## src/rtl/ttd_pkg.sv

```systemverilog
package ttd_pkg;
    localparam int ENTRIES = 16;
    localparam int ID_W    = 4;
    localparam int START_W = 8;
    localparam int RUN_W   = 8;
    localparam int ADDR_W  = $clog2(ENTRIES);
    localparam int IDX_W   = $clog2(ENTRIES + 1);

    typedef struct packed {
        logic [ID_W-1:0]    id;
        logic [START_W-1:0] start;
        logic [RUN_W-1:0]   runtime;
    } slot_t;

    typedef enum logic {
        OCC_IDLE = 1'b0,
        OCC_TASK = 1'b1
    } occ_e;

    function automatic logic [RUN_W-1:0] alarm_seed(input logic [RUN_W-1:0] rt);
        return (rt == '0) ? RUN_W'(1) : rt;
    endfunction

    function automatic logic [IDX_W-1:0] clamp_count(input logic [IDX_W-1:0] c);
        return (c > IDX_W'(ENTRIES)) ? IDX_W'(ENTRIES) : c;
    endfunction
endpackage

```

## src/rtl/ttd_table.sv

```systemverilog
module ttd_table
    import ttd_pkg::*;
(
    input  logic              clk,
    input  logic              rst,
    input  logic              wr_en,
    input  logic [ADDR_W-1:0] wr_addr,
    input  slot_t             wr_slot,
    input  logic              cnt_we,
    input  logic [IDX_W-1:0]  cnt_val,
    input  logic              swap,
    input  logic [IDX_W-1:0]  rd_idx,
    output slot_t             rd_slot,
    output logic [IDX_W-1:0]  act_cnt
);
    slot_t            shadow_q [ENTRIES];
    slot_t            active_q [ENTRIES];
    logic [IDX_W-1:0] shadow_cnt_q;

    for (genvar g = 0; g < ENTRIES; g++) begin : g_slot
        always_ff @(posedge clk) begin
            if (rst) begin
                shadow_q[g] <= '0;
                active_q[g] <= '0;
            end else begin
                if (swap)
                    active_q[g] <= shadow_q[g];
                if (wr_en && wr_addr == ADDR_W'(g))
                    shadow_q[g] <= wr_slot;
            end
        end
    end

    always_ff @(posedge clk) begin
        if (rst) begin
            shadow_cnt_q <= '0;
            act_cnt      <= '0;
        end else begin
            if (swap)
                act_cnt <= shadow_cnt_q;
            if (cnt_we)
                shadow_cnt_q <= clamp_count(cnt_val);
        end
    end

    always_comb begin
        rd_slot = '0;
        if (rd_idx < IDX_W'(ENTRIES))
            rd_slot = active_q[rd_idx[ADDR_W-1:0]];
    end

    assert_active_hold_R3: assert property (@(posedge clk) disable iff (rst)
        !swap |=> $stable(act_cnt));
    assert_count_bound_R3: assert property (@(posedge clk) disable iff (rst)
        act_cnt <= IDX_W'(ENTRIES));
endmodule

```

## src/rtl/ttd_round.sv

```systemverilog
module ttd_round #(
    parameter int ROUND_LEN = 32,
    localparam int RT_W     = (ROUND_LEN > 1) ? $clog2(ROUND_LEN) : 1
) (
    input  logic            clk,
    input  logic            rst,
    input  logic            tick,
    output logic [RT_W-1:0] rtime,
    output logic            wrap,
    output logic            round_start
);
    localparam logic [RT_W-1:0] LAST = RT_W'(ROUND_LEN - 1);

    assign wrap = tick && (rtime == LAST);

    always_ff @(posedge clk) begin
        if (rst) begin
            rtime       <= '0;
            round_start <= 1'b0;
        end else begin
            round_start <= wrap;
            if (wrap)
                rtime <= '0;
            else if (tick)
                rtime <= rtime + RT_W'(1);
        end
    end

    // Tick counter since the last pulse, used only by the spacing check.
    logic [RT_W:0] since_q;
    logic          seen_q;
    always_ff @(posedge clk) begin
        if (rst) begin
            since_q <= '0;
            seen_q  <= 1'b0;
        end else begin
            if (round_start) begin
                since_q <= {1'b0, tick};
                seen_q  <= 1'b1;
            end else if (tick) begin
                since_q <= since_q + (RT_W+1)'(1);
            end
        end
    end

    assert_round_spacing_R2: assert property (@(posedge clk) disable iff (rst)
        (round_start && seen_q) |-> since_q == (RT_W+1)'(ROUND_LEN));
    assert_round_pulse_R2: assert property (@(posedge clk) disable iff (rst)
        round_start |-> rtime == '0 || $past(tick) == 1'b1);
endmodule

```

## src/rtl/ttd_alarm.sv

```systemverilog
module ttd_alarm
    import ttd_pkg::*;
(
    input  logic             clk,
    input  logic             rst,
    input  logic             load,
    input  logic [RUN_W-1:0] seed,
    input  logic             armed,
    input  logic             tick,
    output logic             expire
);
    logic [RUN_W-1:0] cnt_q;

    assign expire = armed && tick && (cnt_q == RUN_W'(1));

    always_ff @(posedge clk) begin
        if (rst)
            cnt_q <= '0;
        else if (load)
            cnt_q <= seed;
        else if (armed && tick && cnt_q > RUN_W'(1))
            cnt_q <= cnt_q - RUN_W'(1);
    end

    assert_alarm_live_R7: assert property (@(posedge clk) disable iff (rst)
        armed |-> cnt_q != '0);
endmodule

```

## src/rtl/ttd_dispatcher.sv

```systemverilog
module ttd_dispatcher
    import ttd_pkg::*;
#(
    parameter int              BUS_TICKS  = 8,
    parameter int              ROUND_MULT = 4,
    parameter logic [ID_W-1:0] IDLE_ID    = 4'hF,
    localparam int ROUND_LEN = BUS_TICKS * ROUND_MULT,
    localparam int RT_W      = (ROUND_LEN > 1) ? $clog2(ROUND_LEN) : 1
) (
    input  logic               clk,
    input  logic               rst,
    input  logic               tick,
    input  logic               task_done,
    input  logic               tbl_we,
    input  logic [ADDR_W-1:0]  tbl_addr,
    input  logic [ID_W-1:0]    tbl_id,
    input  logic [START_W-1:0] tbl_start,
    input  logic [RUN_W-1:0]   tbl_runtime,
    input  logic               cnt_we,
    input  logic [IDX_W-1:0]   cnt_val,
    output logic [ID_W-1:0]    cur_task,
    output logic               cur_idle,
    output logic               activate,
    output logic               overlap_err,
    output logic               deadline_irq,
    output logic [ID_W-1:0]    viol_task,
    output logic               round_start
);
    logic [RT_W-1:0]  rtime;
    logic             wrap;
    logic [IDX_W-1:0] idx_q;
    logic [IDX_W-1:0] act_cnt;
    slot_t            cur_slot;
    slot_t            wr_slot;
    occ_e             occ_q;
    logic [ID_W-1:0]  run_id_q;
    logic             expire;
    logic             due;
    logic             late;
    logic             start_task;

    assign wr_slot = '{id: tbl_id, start: tbl_start, runtime: tbl_runtime};

    ttd_round #(.ROUND_LEN(ROUND_LEN)) u_round (
        .clk(clk), .rst(rst), .tick(tick),
        .rtime(rtime), .wrap(wrap), .round_start(round_start)
    );

    ttd_table u_table (
        .clk(clk), .rst(rst),
        .wr_en(tbl_we), .wr_addr(tbl_addr), .wr_slot(wr_slot),
        .cnt_we(cnt_we), .cnt_val(cnt_val),
        .swap(wrap), .rd_idx(idx_q),
        .rd_slot(cur_slot), .act_cnt(act_cnt)
    );

    assign due = (occ_q == OCC_IDLE) && !wrap && (idx_q < act_cnt)
                 && (32'(cur_slot.start) <= 32'(rtime));
    assign late       = 32'(cur_slot.start) < 32'(rtime);
    assign start_task = due;

    ttd_alarm u_alarm (
        .clk(clk), .rst(rst),
        .load(start_task), .seed(alarm_seed(cur_slot.runtime)),
        .armed(occ_q == OCC_TASK), .tick(tick), .expire(expire)
    );

    always_ff @(posedge clk) begin
        if (rst) begin
            occ_q        <= OCC_IDLE;
            idx_q        <= '0;
            run_id_q     <= '0;
            activate     <= 1'b0;
            overlap_err  <= 1'b0;
            deadline_irq <= 1'b0;
            viol_task    <= '0;
        end else begin
            activate     <= 1'b0;
            overlap_err  <= 1'b0;
            deadline_irq <= 1'b0;
            if (occ_q == OCC_TASK) begin
                if (task_done) begin
                    occ_q <= OCC_IDLE;
                end else if (expire) begin
                    occ_q        <= OCC_IDLE;
                    deadline_irq <= 1'b1;
                    viol_task    <= run_id_q;
                end
            end else if (start_task) begin
                occ_q       <= OCC_TASK;
                run_id_q    <= cur_slot.id;
                activate    <= 1'b1;
                overlap_err <= late;
                idx_q       <= idx_q + IDX_W'(1);
            end
            if (wrap)
                idx_q <= '0;
        end
    end

    assign cur_idle = (occ_q == OCC_IDLE);
    assign cur_task = cur_idle ? IDLE_ID : run_id_q;

    assert_act_single_R4: assert property (@(posedge clk) disable iff (rst)
        activate |=> !activate);
    assert_act_busy_R4: assert property (@(posedge clk) disable iff (rst)
        activate |-> !cur_idle);
    assert_done_idle_R6: assert property (@(posedge clk) disable iff (rst)
        (!cur_idle && task_done) |=> cur_idle);
    assert_irq_idle_R7: assert property (@(posedge clk) disable iff (rst)
        deadline_irq |-> (cur_idle && !activate));
    assert_overlap_act_R8: assert property (@(posedge clk) disable iff (rst)
        overlap_err |-> activate);
    assert_idx_reset_R9: assert property (@(posedge clk) disable iff (rst)
        round_start |-> idx_q <= IDX_W'(1));
endmodule

```

## config.mk

```make
export PLATFORM = sky130hd
export DESIGN_NAME = ttd_dispatcher
export DESIGN_NICKNAME = d
export VERILOG_FILES = /design/src/rtl/ttd_pkg.sv /design/src/rtl/ttd_table.sv /design/src/rtl/ttd_round.sv /design/src/rtl/ttd_alarm.sv /design/src/rtl/ttd_dispatcher.sv
export SDC_FILE = /design/constraint.sdc
export NUM_CORES = 1
export LEC_CHECK = 0
export ABC_AREA = 1
export BUFFER_PORTS_ARGS = -buffer_cell sky130_fd_sc_hd__buf_2
export CORE_UTILIZATION = 30
export DETAILED_ROUTE_END_ITERATION = 8
export GPL_TIMING_DRIVEN = 0
export MAX_ROUTING_LAYER = met4
export SYNTH_ARGS = -nofsm -noshare
export SYNTH_HDL_FRONTEND = slang
export SYNTH_SLANG_ARGS = --single-unit
export TNS_END_PERCENT = 50
```

## constraint.sdc

```tcl
create_clock -name clk -period 25.5 [get_ports clk]
set_clock_uncertainty 0.15 [all_clocks]
set_input_delay 2.55 -clock clk [delete_from_list [all_inputs] [get_ports clk]]
set_output_delay 2.55 -clock clk [all_outputs]
set_load 0.005 [all_outputs]
```

==> impl_metrics.env, run 1 <==
export IMPL_antenna_left=0
export IMPL_diodes=0
export IMPL_rsz0062_at_grt="no"
export IMPL_syn_area_mm2=0.0286
export IMPL_clkLatencyLatePin_ns=0.62
export IMPL_area_growth_pct=15.6
export IMPL_grt_pass1_wl_mm=118
export IMPL_cts_sinks=685
export IMPL_track_usage_pct=17.1
export IMPL_cts_tree="yes"
export IMPL_die_x_um=311
export IMPL_io_buffer_count=45
export IMPL_required_ns=25.44
export IMPL_drt_iter0_drc=2508
export IMPL_ir_worst_vdd_uv=47.4
export IMPL_drtPass1Iterations=5
export IMPL_status="complete, no violations"
export IMPL_ctsHoldBuffers=0
export IMPL_fin_setup_tns_ns=0
export IMPL_routedWlPerCell_um=20.0
export IMPL_ys_types=41
export IMPL_slew_viol_final=0
export IMPL_power_density_mw_per_mm2=74.0
export IMPL_worst_path_max_delay_cell="nand2_1"
export IMPL_setup_viol=0
export IMPL_dp_hpwl_mm=57.0
export IMPL_die_y_um=311
export IMPL_gp_congestion=0.921
export IMPL_antenna_found_initial=0
export IMPL_yosysWarnings=0
export IMPL_overflow=0
export IMPL_drive_gt1_share_pct=8.31
export IMPL_drc_errors=0
export IMPL_fin_crit_ns=5.31
export IMPL_slew_headroom_pct=2.95
export IMPL_synth_cells=2650
export IMPL_clkTransAtPathRegs_ns=0.07
export IMPL_start_util_pct=30.5
export IMPL_crit_path_start_kind="primary input"
export IMPL_avgViaCountPerCell=4.71
export IMPL_fmax_mhz=188
export IMPL_ctsResizeCount=0
export IMPL_avgSynthCellArea_um2=10.8
export IMPL_ys_seq_area_share_pct=70.4
export IMPL_utilization_pct=35.2
export IMPL_cts_buffer_depth=3
export IMPL_cap_violations=0
export IMPL_ys_ff_latch=685
export IMPL_fin_area_mm2=0.0330
export IMPL_crit_fanout=20
export IMPL_core_rowCount=112
export IMPL_layout_worst_path_cycle_share_pct=20.8
export IMPL_hold_path_class="flop to flop"
export IMPL_grt_max_degree=65
export IMPL_worst_pin_slew_ns=1.44
export IMPL_critical_path_max_stage_delay_ns=0.87
export IMPL_hold_viol=0
export IMPL_htree_num_levels=3
export IMPL_post_cts_buffers=0
export IMPL_numCtsBuffers=73
export IMPL_wl_mm=81.8
export IMPL_path_cells="clkbuf_1 > inv_1 > clkbuf_1 > clkbuf_1 > nand2_1"
export IMPL_grt_pass1_vias=17800
export IMPL_die_area_mm2=0.0965
export IMPL_p_leak_uw=0.0133
export IMPL_vias=19300
export IMPL_nets=2832
export IMPL_synth_nets=2699
export IMPL_io_pins=48
export IMPL_cts_root_buf="clkbuf_16"
export IMPL_crit_type="primary input to flop"
export IMPL_cp_common_cell="clkbuf_1"
export IMPL_core_area_mm2=0.0937
export IMPL_finalNonFillerCells=4094
export IMPL_place_area_mm2=0.0307
export IMPL_crit_arrival_ns=5.24
export IMPL_post_place_cells=3962
export IMPL_worstSetupEndpointType="flop"
==> power breakdown <==
| group | leakage [uW] | total [uW] | switching, uW | internal, uW |
|---|---|---|---|---|
| registers | 0.00673 | 1290 | 18.2 | 1280 |
| clock network | 0.00115 | 1060 | 458 | 607 |
| logic | 0.00545 | 84.1 | 66.0 | 18.1 |
==> through the flow <==
step | total power (uW) | worst slack [ns] | hold WS [ns]
2_1_floorplan | 1360 | 12.65 | 0.279
3_3_place_gp | 1410 | 7.84 | 0.286
3_5_place_dp | 1400 | 19.66 | 0.285
4_1_cts | 2450 | 20.30 | 0.296
5_1_grt | 2510 | 20.11 | 0.313
6_report | 2440 | 20.19 | 0.294
==> metal layers <==
layer / up-vias / global-route usage [%] / wire length, um
li1: 8944 / - / -
met5: - / - / 0
met1: 9244 / 23.8 / 35700
met3: 120 / 4.49 / 8720
met4: 0 / 4.15 / 1760
met2: 977 / 24.9 / 35600
==> worst max-delay path: cells and delay by family <==
family,cells,cell delay [ns]
buf+inv,4,1.80
simple gates,1,0.87
==> synthesized netlist by cell type (all sizes together) <==
cell type | instances | area, um^2
a21oi | 47 | 239
edfxtp | 640 | 19200
a31oi | 1 | 6.26
a21boi | 1 | 11.3
nand3 | 55 | 280
xor2 | 6 | 52.6
nand3b | 2 | 15.0
nand4 | 12 | 81.3
a221o | 2 | 20.0
dfxtp | 45 | 901
clkbuf | 113 | 424
buf | 48 | 270
nor3 | 13 | 70.1
o21ai | 161 | 806
nand2 | 139 | 534
nor2 | 831 | 3130
nor4 | 1 | 6.26
inv | 415 | 1570
o211ai | 24 | 180
or2 | 5 | 31.3
ha | 14 | 175
o221ai | 29 | 254
o41ai | 1 | 8.76
o22ai | 37 | 231
a211oi | 3 | 22.5
clkinv | 2 | 7.51
xnor2 | 1 | 8.76
a221oi | 2 | 17.5
==> state kept, by name (all words and copies together), names as in the netlist, named ones only <==
register              cells
viol_task                 4
occ_q                     1
u_table.shadow_q        320
deadline_irq              1
run_id_q                  4
activate                  1
u_round.rtime             5
u_table.active_q        320
u_table.act_cnt           5
overlap_err               1
u_table.shadow_cnt_q      5
u_round.round_start       1
u_alarm.cnt_q             8
idx_q                     5
==> placed cells by master, fill, tap and decap left out, types with 9 or more instances in the layout <==
cell type	Yosys	final
clkinv_1	2	9
o221ai_1	29	29
nor3_1	12	12
clkinv_2	0	19
buf_2	24	69
nor2_1	828	828
edfxtp_1	640	640
clkbuf_16	0	73
o211ai_1	24	24
clkbuf_1	113	124
inv_1	411	411
o22ai_1	37	37
ha_1	14	14
o21ai_0	156	148
buf_1	13	13
a21oi_1	46	46
nand4_1	11	11
nand2_1	134	134
dfxtp_1	45	45
nand3_1	54	54
==> final timing paths <==
check	startpoint	end	slack, ns	cells past startpoint
max	rst	u_table.shadow_q[1][11]	20.19	5
max reg2reg	flop	overlap_err	20.63	16
min reg2reg	viol_task[2]	viol_task[2]	0.29	2
min	viol_task[2]	viol_task[2]	0.29	2
==> cell families after synthesis <==
kind of cell               synth area share [%]
xor gates and xnor gates                  0.215
adders and majority gates                 0.613
DFF                                        70.4
buffers and inverters                      7.94
and+or+nand+nor                            14.5
AOI/OAI and AO/OA                          6.29
==> final cells by class <==
type | instances | area, um^2
Fill cell | 9260 | 60700
Inverter | 417 | 1570
Buffer | 161 | 698
Multi-Input combinational cell | 1387 | 6220
Timing Repair Buffer | 58 | 488
Clock buffer | 86 | 1890
Clock inverter | 46 | 474
Sequential cell | 685 | 20100
Tap cell | 1254 | 1570
No activity file was read; power rests on OpenSTA's default activity.
==> inputs of run 2 (changes only) <==
==> constraint.sdc (replaced) <==
create_clock -name clk -period 5.15 [get_ports clk]
set_clock_uncertainty 0.15 [all_clocks]
set_input_delay 0.515 -clock clk [delete_from_list [all_inputs] [get_ports clk]]
set_output_delay 0.515 -clock clk [all_outputs]
set_load 0.005 [all_outputs]
==> impl_metrics.env, run 2 (same netlist as run 1, synthesis figures left out) <==
export IMPL_drtPass1Iterations=6
export IMPL_cts_buffer_depth=3
export IMPL_cts_tree="yes"
export IMPL_cp_common_cell="nand2_2"
export IMPL_grt_pass1_vias=17600
export IMPL_comb_power_share_pct=3.3
export IMPL_fmax_mhz=204
export IMPL_whs_ns=0.0734
export IMPL_grt_max_degree=126
export IMPL_internal_power_uw=9610
export IMPL_vias=19300
export IMPL_critical_path_max_stage_delay_ns=0.66
export IMPL_power_density_mw_per_mm2=372
export IMPL_io_pins=48
export IMPL_cts_sinks=685
export IMPL_fin_crit_ns=4.91
export IMPL_die_area_mm2=0.0965
export IMPL_fin_area_mm2=0.0331
export IMPL_drc_errors=0
export IMPL_nets=2831
export IMPL_drive_gt1_share_pct=7.92
export IMPL_layout_commonest_cell="nor2_1"
export IMPL_layout_worst_path_cycle_share_pct=95.3
export IMPL_crit_path_start_kind="flop"
export IMPL_fillers=9197
export IMPL_core_area_mm2=0.0937
export IMPL_die_x_um=311
export IMPL_core_rowCount=112
export IMPL_rrSetupSlack_ns=0.24
export IMPL_antenna_left=0
export IMPL_routedWlPerCell_um=19.7
export IMPL_avgViaCountPerCell=4.71
export IMPL_start_util_pct=30.5
export IMPL_ctsHoldBuffers=0
export IMPL_status="complete, no violations"
export IMPL_htree_num_levels=3
export IMPL_post_cts_buffers=0
export IMPL_wl_mm=80.5
export IMPL_io_buffer_count=45
export IMPL_rsz0062_at_grt="no"
export IMPL_die_y_um=311
export IMPL_path_cells="buf_2 > clkbuf_1 > clkbuf_1 > o21ai_0 > o221ai_1 > o211ai_1 > a21oi_1 > ha_1 > a21oi_1 > o21ai_0 > nand3_1 > nand2_2 > nand2_2 > nand2_2 > buf_4 > nor3_1"
export IMPL_p_clk_share_pct=44.5
export IMPL_gp_congestion=0.908
export IMPL_cts_root_buf="clkbuf_16"
export IMPL_crit_family="buffers and inverters"
export IMPL_sw_frac_of_total_pct=21.8
export IMPL_setup_slack_ns=0.241
export IMPL_required_ns=5.46
export IMPL_setup_viol=0
export IMPL_worst_pin_slew_ns=1.33
export IMPL_p_seq_share_pct=52.2
export IMPL_path_buf_inv=4
export IMPL_clkLatencyLatePin_ns=0.63
export IMPL_dp_hpwl_mm=56.0
export IMPL_p_leak_uw=0.0134
export IMPL_cap_violations=0
export IMPL_worstSetupEndpointType="flop"
export IMPL_place_area_mm2=0.0306
export IMPL_hold_path_class="primary input to flop"
export IMPL_power_switching_uw=2680
export IMPL_area_growth_pct=15.8
export IMPL_hold_viol=0
export IMPL_dp_slack_ns=0.528
export IMPL_antenna_found_initial=1
export IMPL_utilization_pct=35.3
export IMPL_crit_arrival_ns=5.22
export IMPL_largest_registers="u_table.active_q: 320 flops, u_table.shadow_q: 320 flops, u_alarm.cnt_q: 8 flops"
export IMPL_grt_pass1_wl_mm=117
export IMPL_power_uw=12300
export IMPL_crit_type="flop to flop"
export IMPL_crit_fanout=10
export IMPL_overflow=0
export IMPL_worst_path_max_delay_cell="dfxtp_1"
export IMPL_track_usage_pct=16.9
export IMPL_slew_viol_final=0
export IMPL_drt_iter0_drc=2361
export IMPL_ir_worst_vdd_uv=199
export IMPL_ctsResizeCount=0
export IMPL_numCtsBuffers=75
export IMPL_final_cell_mix="nor2_1, edfxtp_1, inv_1, o21ai_0, nand2_1"
export IMPL_clkTransAtPathRegs_ns=0.06
export IMPL_slew_headroom_pct=10.7
run 2: cell type report:
type	count	area [um^2]	area share (%)
diodes	1	2.50	0.00756
plain buffers	161	716	2.16
clock buffers	89	1930	5.83
clock inverters	47	552	1.67
inverters	417	1570	4.75
multi-input cells	1387	6220	18.8
flip-flops and latches	685	20100	60.8
well taps	1254	1570	4.74
repair buffers	55	405	1.23
run 2: worst min-delay path, delay by kind of cell:
family / cells / cell delay (ns)
simple gates: 1 / 0.07
compound gates: 1 / 0.06
buf+inv: 2 / 0.12
run 2: metrics by stage:
step,instances,TNS [ns]
final,4096,0
after global routing,4096,0
after CTS,4095,0
after detailed placement,3959,0
after global placement,3949,-156.49
after floorplan,2650,0
run 2: path summary, 6_finish.rpt:
| kind | to | startpoint | cells past startpoint |
|---|---|---|---|
| worst max-delay path | overlap_err | flop | 16 |
| worst max register to register | overlap_err | flop | 16 |
| worst min register to register | viol_task[2] | viol_task[2] | 2 |
| worst min-delay path | occ_q | task_done | 4 |
run 2: power groups by stage:
stage	clock (uW)	sequential (uW)	combinational, uW
3_3_place_gp	0	6540	377
2_1_floorplan	0	6490	230
5_1_grt	5760	6430	447
6_report	5470	6410	405
3_5_place_dp	0	6520	404
4_1_cts	5530	6410	407
run 2: layer usage:
layer	routed length [um]	up-vias	global-route usage [%]
met5	0	-	-
met4	1360	0	3.68
met3	8170	101	3.01
met2	35200	944	24.6
met1	35800	9307	24.5
li1	-	8958	-
